$ cat config.mk
export PLATFORM = sky130hd
export DESIGN_NAME = vid_timing_gen
export DESIGN_NICKNAME = d
export VERILOG_FILES = /design/src/rtl/vtg_pkg.sv /design/src/rtl/vtg_regs.sv /design/src/rtl/vtg_counters.sv /design/src/rtl/vtg_decode.sv /design/src/rtl/vid_timing_gen.sv
export SDC_FILE = /design/constraint.sdc
export NUM_CORES = 1
export LEC_CHECK = 0
export ABC_CLOCK_PERIOD_IN_PS = 7900
export CORE_ASPECT_RATIO = 1.5
export CORE_UTILIZATION = 41
export CTS_CLUSTER_SIZE = 14
export DETAILED_ROUTE_END_ITERATION = 6
export PLACE_DENSITY_LB_ADDON = 0.05
export SYNTH_ARGS = -nofsm -noshare
export SYNTH_HDL_FRONTEND = slang
export SYNTH_SLANG_ARGS = --single-unit
$ cat constraint.sdc
create_clock -name clk -period 7.9 [get_ports clk]
set_input_delay 0.79 -clock clk [delete_from_list [all_inputs] [get_ports clk]]
set_output_delay 0.79 -clock clk [all_outputs]
set_load 0.1 [all_outputs]
$ cat src/rtl/vtg_pkg.sv
package vtg_pkg;
  localparam int HW  = 16;
  localparam int VW  = 16;
  localparam int VBW = 8;
  localparam int CW  = 8;
  localparam int AW  = 4;

  typedef struct packed {
    logic           vpol;
    logic           hpol;
    logic           depol;
    logic           dvi;
    logic           intl;
    logic [CW-1:0]  ctrl_min;
    logic [VBW-1:0] vsw;
    logic [VBW-1:0] vsd;
    logic [VBW-1:0] vblk;
    logic [VW-1:0]  vact;
    logic [HW-1:0]  hsw;
    logic [HW-1:0]  hsd;
    logic [HW-1:0]  hblk;
    logic [HW-1:0]  hact;
  } timing_t;

  localparam logic [AW-1:0] A_CFG    = 4'd0;
  localparam logic [AW-1:0] A_HACT_L = 4'd1;
  localparam logic [AW-1:0] A_HACT_H = 4'd2;
  localparam logic [AW-1:0] A_HBLK_L = 4'd3;
  localparam logic [AW-1:0] A_HBLK_H = 4'd4;
  localparam logic [AW-1:0] A_VACT_L = 4'd5;
  localparam logic [AW-1:0] A_VACT_H = 4'd6;
  localparam logic [AW-1:0] A_VBLK   = 4'd7;
  localparam logic [AW-1:0] A_HSD_L  = 4'd8;
  localparam logic [AW-1:0] A_HSD_H  = 4'd9;
  localparam logic [AW-1:0] A_HSW_L  = 4'd10;
  localparam logic [AW-1:0] A_HSW_H  = 4'd11;
  localparam logic [AW-1:0] A_VSD    = 4'd12;
  localparam logic [AW-1:0] A_VSW    = 4'd13;
  localparam logic [AW-1:0] A_CMIN   = 4'd14;
endpackage

$ cat src/rtl/vtg_regs.sv
module vtg_regs
  import vtg_pkg::*;
#(
  parameter timing_t RST = '0
) (
  input  logic          clk,
  input  logic          rst_n,
  input  logic          we,
  input  logic [AW-1:0] addr,
  input  logic [7:0]    wdata,
  input  logic          load,
  output timing_t       act
);
  timing_t stg, stg_nx, act_nx;

  always_comb begin
    stg_nx = stg;
    if (we) begin
      unique case (addr)
        A_CFG: begin
          stg_nx.vpol  = wdata[6];
          stg_nx.hpol  = wdata[5];
          stg_nx.depol = wdata[4];
          stg_nx.dvi   = wdata[3];
          stg_nx.intl  = wdata[0];
        end
        A_HACT_L: stg_nx.hact[7:0]   = wdata;
        A_HACT_H: stg_nx.hact[15:8]  = wdata;
        A_HBLK_L: stg_nx.hblk[7:0]   = wdata;
        A_HBLK_H: stg_nx.hblk[15:8]  = wdata;
        A_VACT_L: stg_nx.vact[7:0]   = wdata;
        A_VACT_H: stg_nx.vact[15:8]  = wdata;
        A_VBLK:   stg_nx.vblk        = wdata;
        A_HSD_L:  stg_nx.hsd[7:0]    = wdata;
        A_HSD_H:  stg_nx.hsd[15:8]   = wdata;
        A_HSW_L:  stg_nx.hsw[7:0]    = wdata;
        A_HSW_H:  stg_nx.hsw[15:8]   = wdata;
        A_VSD:    stg_nx.vsd         = wdata;
        A_VSW:    stg_nx.vsw         = wdata;
        A_CMIN:   stg_nx.ctrl_min    = wdata;
        default: ;
      endcase
    end
  end

  always_comb begin
    act_nx = act;
    if (load) act_nx = stg;
  end

  always_ff @(posedge clk or negedge rst_n) begin
    if (!rst_n) begin
      stg <= RST;
      act <= RST;
    end else begin
      stg <= stg_nx;
      act <= act_nx;
    end
  end
endmodule

$ cat src/rtl/vtg_counters.sv
module vtg_counters
  import vtg_pkg::*;
(
  input  logic          clk,
  input  logic          rst_n,
  input  logic [HW:0]   htot,
  input  logic [VW:0]   vtot,
  output logic [HW-1:0] pix,
  output logic [VW-1:0] line,
  output logic          frame_end
);
  logic [HW-1:0] pix_nx;
  logic [VW-1:0] line_nx;
  logic          pix_last, line_last;

  assign pix_last  = ({1'b0, pix} + 1'b1) >= htot;
  assign line_last = ({1'b0, line} + 1'b1) >= vtot;
  assign frame_end = pix_last && line_last;

  always_comb begin
    pix_nx  = pix + 1'b1;
    line_nx = line;
    if (pix_last) begin
      pix_nx  = '0;
      line_nx = line_last ? '0 : line + 1'b1;
    end
  end

  always_ff @(posedge clk or negedge rst_n) begin
    if (!rst_n) begin
      pix  <= '0;
      line <= '0;
    end else begin
      pix  <= pix_nx;
      line <= line_nx;
    end
  end
endmodule

$ cat src/rtl/vtg_decode.sv
module vtg_decode
  import vtg_pkg::*;
(
  input  logic [HW-1:0]  pix,
  input  logic [VW-1:0]  line,
  input  logic [HW:0]    htot,
  input  logic [HW-1:0]  hact,
  input  logic [HW-1:0]  hsd,
  input  logic [HW-1:0]  hsw,
  input  logic [VW-1:0]  vact,
  input  logic [VBW-1:0] vsd,
  input  logic [VBW-1:0] vsw,
  input  logic [CW-1:0]  ctrl_min,
  input  logic           hpol,
  input  logic           vpol,
  input  logic           depol,
  output logic           hsync,
  output logic           vsync,
  output logic           de,
  output logic           ctrl
);
  localparam int HX = HW + 2;
  localparam int VX = VW + 2;

  logic [HX-1:0] hs_beg, hs_end, pix_x;
  logic [VX-1:0] vs_beg, vs_end, line_x;
  logic [HW:0]   remain;
  logic          de_raw, hs_raw, vs_raw;

  assign pix_x  = {2'b00, pix};
  assign line_x = {2'b00, line};
  assign hs_beg = {2'b00, hact} + {2'b00, hsd};
  assign hs_end = hs_beg + {2'b00, hsw};
  assign vs_beg = {2'b00, vact} + {{(VX-VBW){1'b0}}, vsd};
  assign vs_end = vs_beg + {{(VX-VBW){1'b0}}, vsw};

  assign de_raw = (pix < hact) && (line < vact);
  assign hs_raw = (pix_x >= hs_beg) && (pix_x < hs_end);
  assign vs_raw = (line_x >= vs_beg) && (line_x < vs_end);
  assign remain = htot - {1'b0, pix};

  assign de    = depol ? de_raw : !de_raw;
  assign hsync = hpol  ? hs_raw : !hs_raw;
  assign vsync = vpol  ? vs_raw : !vs_raw;
  assign ctrl  = !de_raw && (remain >= {{(HW+1-CW){1'b0}}, ctrl_min});
endmodule

$ cat src/rtl/vid_timing_gen.sv
module vid_timing_gen
  import vtg_pkg::*;
#(
  parameter int          DEF_HACT = 16,
  parameter int          DEF_HBLK = 8,
  parameter int          DEF_VACT = 4,
  parameter int          DEF_VBLK = 3,
  parameter int          DEF_HSD  = 2,
  parameter int          DEF_HSW  = 3,
  parameter int          DEF_VSD  = 1,
  parameter int          DEF_VSW  = 1,
  parameter int          DEF_CMIN = 12,
  parameter logic [7:0]  DEF_CFG  = 8'h70
) (
  input  logic          clk,
  input  logic          rst_n,
  input  logic          reg_we,
  input  logic [3:0]    reg_addr,
  input  logic [7:0]    reg_wdata,
  output logic          hsync,
  output logic          vsync,
  output logic          de,
  output logic          ctrl_period,
  output logic [15:0]   pix_cnt,
  output logic [15:0]   line_cnt,
  output logic          dvi_mode,
  output logic          interlaced
);
  localparam timing_t RST = '{
    vpol:     DEF_CFG[6],
    hpol:     DEF_CFG[5],
    depol:    DEF_CFG[4],
    dvi:      DEF_CFG[3],
    intl:     DEF_CFG[0],
    ctrl_min: CW'(DEF_CMIN),
    vsw:      VBW'(DEF_VSW),
    vsd:      VBW'(DEF_VSD),
    vblk:     VBW'(DEF_VBLK),
    vact:     VW'(DEF_VACT),
    hsw:      HW'(DEF_HSW),
    hsd:      HW'(DEF_HSD),
    hblk:     HW'(DEF_HBLK),
    hact:     HW'(DEF_HACT)
  };

  timing_t     act;
  logic        frame_end;
  logic [HW:0] htot;
  logic [VW:0] vtot;

  assign htot = {1'b0, act.hact} + {1'b0, act.hblk};
  assign vtot = {1'b0, act.vact} + {{(VW+1-VBW){1'b0}}, act.vblk};

  vtg_regs #(.RST(RST)) u_regs (
    .clk   (clk),
    .rst_n (rst_n),
    .we    (reg_we),
    .addr  (reg_addr),
    .wdata (reg_wdata),
    .load  (frame_end),
    .act   (act)
  );

  vtg_counters u_cnt (
    .clk       (clk),
    .rst_n     (rst_n),
    .htot      (htot),
    .vtot      (vtot),
    .pix       (pix_cnt),
    .line      (line_cnt),
    .frame_end (frame_end)
  );

  vtg_decode u_dec (
    .pix      (pix_cnt),
    .line     (line_cnt),
    .htot     (htot),
    .hact     (act.hact),
    .hsd      (act.hsd),
    .hsw      (act.hsw),
    .vact     (act.vact),
    .vsd      (act.vsd),
    .vsw      (act.vsw),
    .ctrl_min (act.ctrl_min),
    .hpol     (act.hpol),
    .vpol     (act.vpol),
    .depol    (act.depol),
    .hsync    (hsync),
    .vsync    (vsync),
    .de       (de),
    .ctrl     (ctrl_period)
  );

  assign dvi_mode   = act.dvi;
  assign interlaced = act.intl;
endmodule

=== Word level (Yosys, flattened, before mapping) ===
Cells that the tools add are included.

* Register bits: 266
* Bits of input ports: 15
* Output and inout bits: 38

* $add $sub $neg: 11
* Magnitude comparators: 9
* Eq/ne operators: 14
* Muxes and demuxes: 5
* Reduce and logical (&&, ||, !) cells: 24

{| class="wikitable"
|+ Operators with widths
! operator !! number
|-
| $ge 16x18->1 || 2
|-
| $lt 16x18->1 || 2
|-
| $add 16x1->17 const B || 2
|-
| $add 16x16->17 || 2
|-
| $add 16x8->17 || 2
|-
| $ge 17x17->1 || 2
|-
| $add 16x1->16 const B || 2
|-
| $lt 16x16->1 || 2
|-
| $mux 16 || 2
|-
| $reduce_and 2->1 || 15
|-
| $eq 4x4->1 const B || 7
|-
| $add 18x16->18 || 1
|-
| $add 18x8->18 || 1
|-
| $ge 17x8->1 || 1
|-
| $sub 17x16->17 || 1
|-
| $eq 4x3->1 const B || 4
|-
| $eq 4x2->1 const B || 2
|-
| $logic_and 1x1->1 || 5
|-
| $eq 4x1->1 const B || 1
|-
| $logic_not 4->1 || 1
|-
| $logic_not 1->1 || 3
|-
| $mux 1 || 3
|}

=== Logic depth before layout (Yosys ltp) ===
* Depth in word-level cells: 6
* Mapped depth: 25
* Gate-level depth less buffers: 25

=== Cells and area by module ===
A second synthesis with hierarchy kept.

* Cells, all modules: 1759
* Area total of the unflattened synthesis: 18431.4 um^2

{| class="wikitable"
|+ Modules (own cells, without submodules)
! module !! instances !! cells an instance !! area an instance (um^2) !! sequential area each (um^2)
|-
| vtg_regs || 1 || 518 || 8802.2 || 5893.2
|-
| vtg_decode || 1 || 763 || 5704.2 || 0.0
|-
| vtg_counters || 1 || 307 || 2651.3 || 800.8
|-
| vid_timing_gen || 1 || 171 || 1273.7 || 0.0
|}

=== Worst setup path after synthesis ===
No wires, ideal clock.

* Path kind: register -> output
* Start: reg, netlist name u_regs.act[33]
* End: out hsync
* Data arrival time: 5.828 ns
* Setup slack: 1.282 ns
* Stages on the path, launching flop included: 23
* Path buffers: 0
* Cell sequence: dfstp_2 inv_1 fa_1 nor2b_1 o21ai_0 a21boi_0 o21ai_0 nand2b_1 xor2_1 ha_1 a211oi_1 o21ai_0 a31o_2 a21o_1 a221oi_1 xor2_1 ha_1 a21o_1 a211oi_1 nand4_1 a31oi_1 o211ai_1 xor2_1

* Word-level cells in the longest chain between the ends: 6

{| class="wikitable"
|+ RTL lines
! item !! line !! RTL
|-
| $add 16x16->17 (*) || vtg_decode.sv:32 || <nowiki>assign hs_beg = {2'b00, hact} + {2'b00, hsd};</nowiki>
|-
| $add 18x16->18 || vtg_decode.sv:33 || <nowiki>assign hs_end = hs_beg + {2'b00, hsw};</nowiki>
|-
| $lt 16x18->1 || vtg_decode.sv:38 || <nowiki>assign hs_raw = (pix_x >= hs_beg) && (pix_x < hs_end);</nowiki>
|-
| $logic_and 1x1->1 (*) || vtg_decode.sv:38 ||
|-
| $logic_not 1->1 || vtg_decode.sv:43 || <nowiki>assign hsync = hpol ? hs_raw : !hs_raw;</nowiki>
|-
| $mux 1 (*) || vtg_decode.sv:43 ||
|-
| to (decl) || vid_timing_gen.sv:20 || <nowiki>output logic hsync,</nowiki>
|}

Mark *: on every way between the ends. The rest lies on a longest branch, timed or not.

=== Worst setup path in the final report ===
* Start: reg, netlist name u_regs.act[0]
* End: out hsync

* Word-level cells in the longest chain between the ends: 6

{| class="wikitable"
|+ RTL lines
! item !! line
|-
| $add 16x16->17 (*) || vtg_decode.sv:32
|-
| $add 18x16->18 || vtg_decode.sv:33
|-
| $lt 16x18->1 || vtg_decode.sv:38
|-
| $logic_and 1x1->1 (*) || vtg_decode.sv:38
|-
| $logic_not 1->1 || vtg_decode.sv:43
|-
| $mux 1 (*) || vtg_decode.sv:43
|}

Marked as above.

==> impl_metrics.tcl <==
set metrics [dict create \
    area_growth_syn_to_layout_pct 11.97 \
    initial_antenna_violation_count 2 \
    tritoncts "yes" \
    wl_mm 45.84 \
    layout.cells.most_common "dfrtp_1" \
    avgViaCountPerCell 5.386 \
    fin_skew_ns 0.01080 \
    synth_cell_type_count 71 \
    layout_common_cells "236 x dfrtp_1, 226 x ha_1, 206 x mux2_2" \
    sequential_cell_area_mm2 0.006694 \
    cts.repair.resized 0 \
    first_pass_iters 4 \
    drv_cap 0 \
    seq_area_frac_synth_pct 37.62 \
    floorplan.die.height_um 257.2 \
    syn-cell-area_mm2 0.01779 \
    path_depth 24 \
    wire_length_of_the_first_global_routing_pass_mm 73.03 \
    drive_above_1_share_pct 18.49 \
    final_util_pct 46.53 \
    place_ws_ns 1.348 \
    vias 12430 \
    tightestPinTransition_ns 1.093 \
    cts.htree.levels 1 \
    total_gr_overflow 0 \
    reg2reg_to "u_regs.act[105]" \
    fp.dieArea_mm2 0.04426 \
    placed_cells 2248 \
    n_fill_cell 4159 \
    drt-wirelength-per-cell_um 19.87 \
    rsz0062_at_grt "false" \
    startpoint_type "register" \
    die_x_um 172.1 \
    worst_reg2reg_startpoint "u_regs.act[0]" \
    grt_start_max_net_pins 163 \
    multi_input_area_mm2 0.01044 \
    worst_hold_path_type "primary input to asynchronous set/reset pin" \
    postSynthCellCount 1657 \
    yosys_register_bits 266 \
    cts_hold_buffers 0 \
    floorplan.initialDensity_pct 41.56 \
    synthArstFlopShare_pct 100.0 \
    period_needed_ns 7.069 \
    ioPinCount 53 \
    worst_setup_hold_path_clk_slew_ns 0.06 \
    number_of_flops_mapped_to_enable_cells_by_yosys 0 \
    cts_root_buf "clkbuf_16" \
    cts_inserted_buffers 31 \
    worst_setup_path_endpoint "hsync" \
    finalHoldViolCount 0 \
    nNetsFinal 1959 \
    critPathKind "register to output port" \
    floorplan.core_area_mm2 0.04282 \
    placementRows 93 \
    worst_ep_required_time_ns 7.11 \
    port_buffer_count 52 \
    dp_hpwl_mm 33.98 \
    gr-usage-all-layers_pct 21.65 \
    synth_ff_type "dfrtp_1" \
    setup_slack_ns 0.8308 \
    drc 0 \
    synth.net_count 1905 \
    cpMaxStageDelayCell "a21boi_0" \
    path_buf_inv 2 \
    clock_sinks 266 \
    crit_path_start "u_regs.act[0]" \
    first_global_vias 13320 \
    cp_slowest_stage_delay_ns 0.53 \
    worst_setup_path_end_kind "output port" \
    syn-mean-instance-area_um2 10.74 \
    clock_latency_ns 0.58 \
    drt_iter0_drc 352 \
    finish.cell_count_without_fillers 2307 \
    clock_tree.buffer_depth 3 \
    timing.setup.tns_ns 0 \
    max_freq_mhz 141.5 \
    rrSetupSlack_ns 1.70 \
    logic_depth_of_the_worst_register_to_register_path 18 \
    report.final.slew_viol_count 0 \
    ant_nets 0 \
    ys_warn_count 0 \
    setup_viol_count_final 0 \
    crit_path_max_fanout 4 \
    cp_cell_sequence "ha_1 > inv_1 > fa_1 > nor2b_1 > o21ai_0 > a21boi_0 > o21ai_0 > nand2b_1 > xor2_1 > ha_1 > a211oi_1 > o21ai_0 > a31o_2 > a21o_1 > a221oi_1 > xor2_1 > ha_1 > a21o_1 > a211oi_1 > nand4_1 > a31oi_1 > o211ai_1 > xor2_1 > buf_4" \
    post_cts_buffers 0 \
    result_of_the_run "complete, no violations" \
    crit_family "compound AO/OA/AOI/OAI gates" \
    fin_crit_sh_pct 89.48 \
    finalWeightedCongestion 0.8700 \
    worst-endpoint-arrival_ns 6.28 \
    worst_slew_margin_rel_pct 26.89 \
]
-- flip-flops by register name (all words and copies together), names as in the netlist --
register,cells
u_regs.act,117
u_regs.stg,117
u_cnt.line,16
u_cnt.pix,16
-- cell usage after synthesis (all sizes together), types with 8 or more instances --
cell,number,area (um2)
a211oi,19,147.6
a21o,41,307.8
a21oi,68,344.1
a31oi,12,75.07
and2,21,131.4
and3,10,62.56
buf,15,122.6
clkbuf,23,87.58
dfrtp,236,5906
dfstp,30,788.3
ha,226,2828
inv,123,461.7
mux2,236,2658
nand2,58,225.2
nand2b,41,256.5
nand3,29,145.1
nand4,19,118.9
nor2,73,274.0
nor2b,19,118.9
nor3,30,155.1
o211ai,8,65.06
o21a,24,180.2
o21ai,78,397.9
o31ai,11,87.58
or3,11,73.82
xnor2,85,744.5
xor2,33,289.0
-- metal layers --
layer,share of wire [%],GRT usage (%),routed length [um]
met4,5.0,10.23,2276
met2,53,40.50,24470
met1,39,23.97,17810
met5,0.028,0,13
met3,2.8,2.184,1275
-- metrics by stage --
stage | hold WS, ns | area, um2
2_1_floorplan | 0.4522 | 17790
3_3_place_gp | 0.4592 | 18890
3_5_place_dp | 0.4693 | 18890
4_1_cts | 0.2906 | 19920
5_1_grt | 0.3183 | 19920
6_report | 0.2638 | 19930
-- final cells by class --
| class | instances | area share (%) |
|---|---|---|
| multi-input cells | 1230 | 52.38 |
| flip-flops and latches | 266 | 33.59 |
| clock buffers | 37 | 4.107 |
| well taps | 570 | 3.579 |
| repair buffers | 59 | 2.926 |
| inverters | 123 | 2.317 |
| clock inverters | 21 | 1.080 |
| diodes | 1 | 0.01256 |
-- worst min-delay path by stage --
stage,depth (start not counted),startpoint,endpoint,slack [ns]
after CTS,1,rst_n,u_regs.act[44],0.29
after floorplan,1,u_regs.stg[0],u_regs.act[0],0.45
after detailed placement,1,u_regs.stg[8],u_regs.act[8],0.47
final,1,rst_n,u_regs.act[44],0.26
after global routing,1,rst_n,u_regs.act[44],0.32
after global placement,1,u_regs.stg[8],u_regs.act[8],0.46
-- logic make-up after synthesis --
family / count (synthesis) / synth area share [%]
AOI/OAI and AO/OA: 309 / 11.45
and+or+nand+nor: 334 / 9.738
DFF: 266 / 37.62
xor gates and xnor gates: 118 / 5.808
muxes: 236 / 14.93
adders and majority gates: 233 / 16.68
buffers and inverters: 161 / 3.776
Power is left out: the tool's default activity adds up to more than one toggle a clock period on the data nets, which glitch-free logic cannot reach.
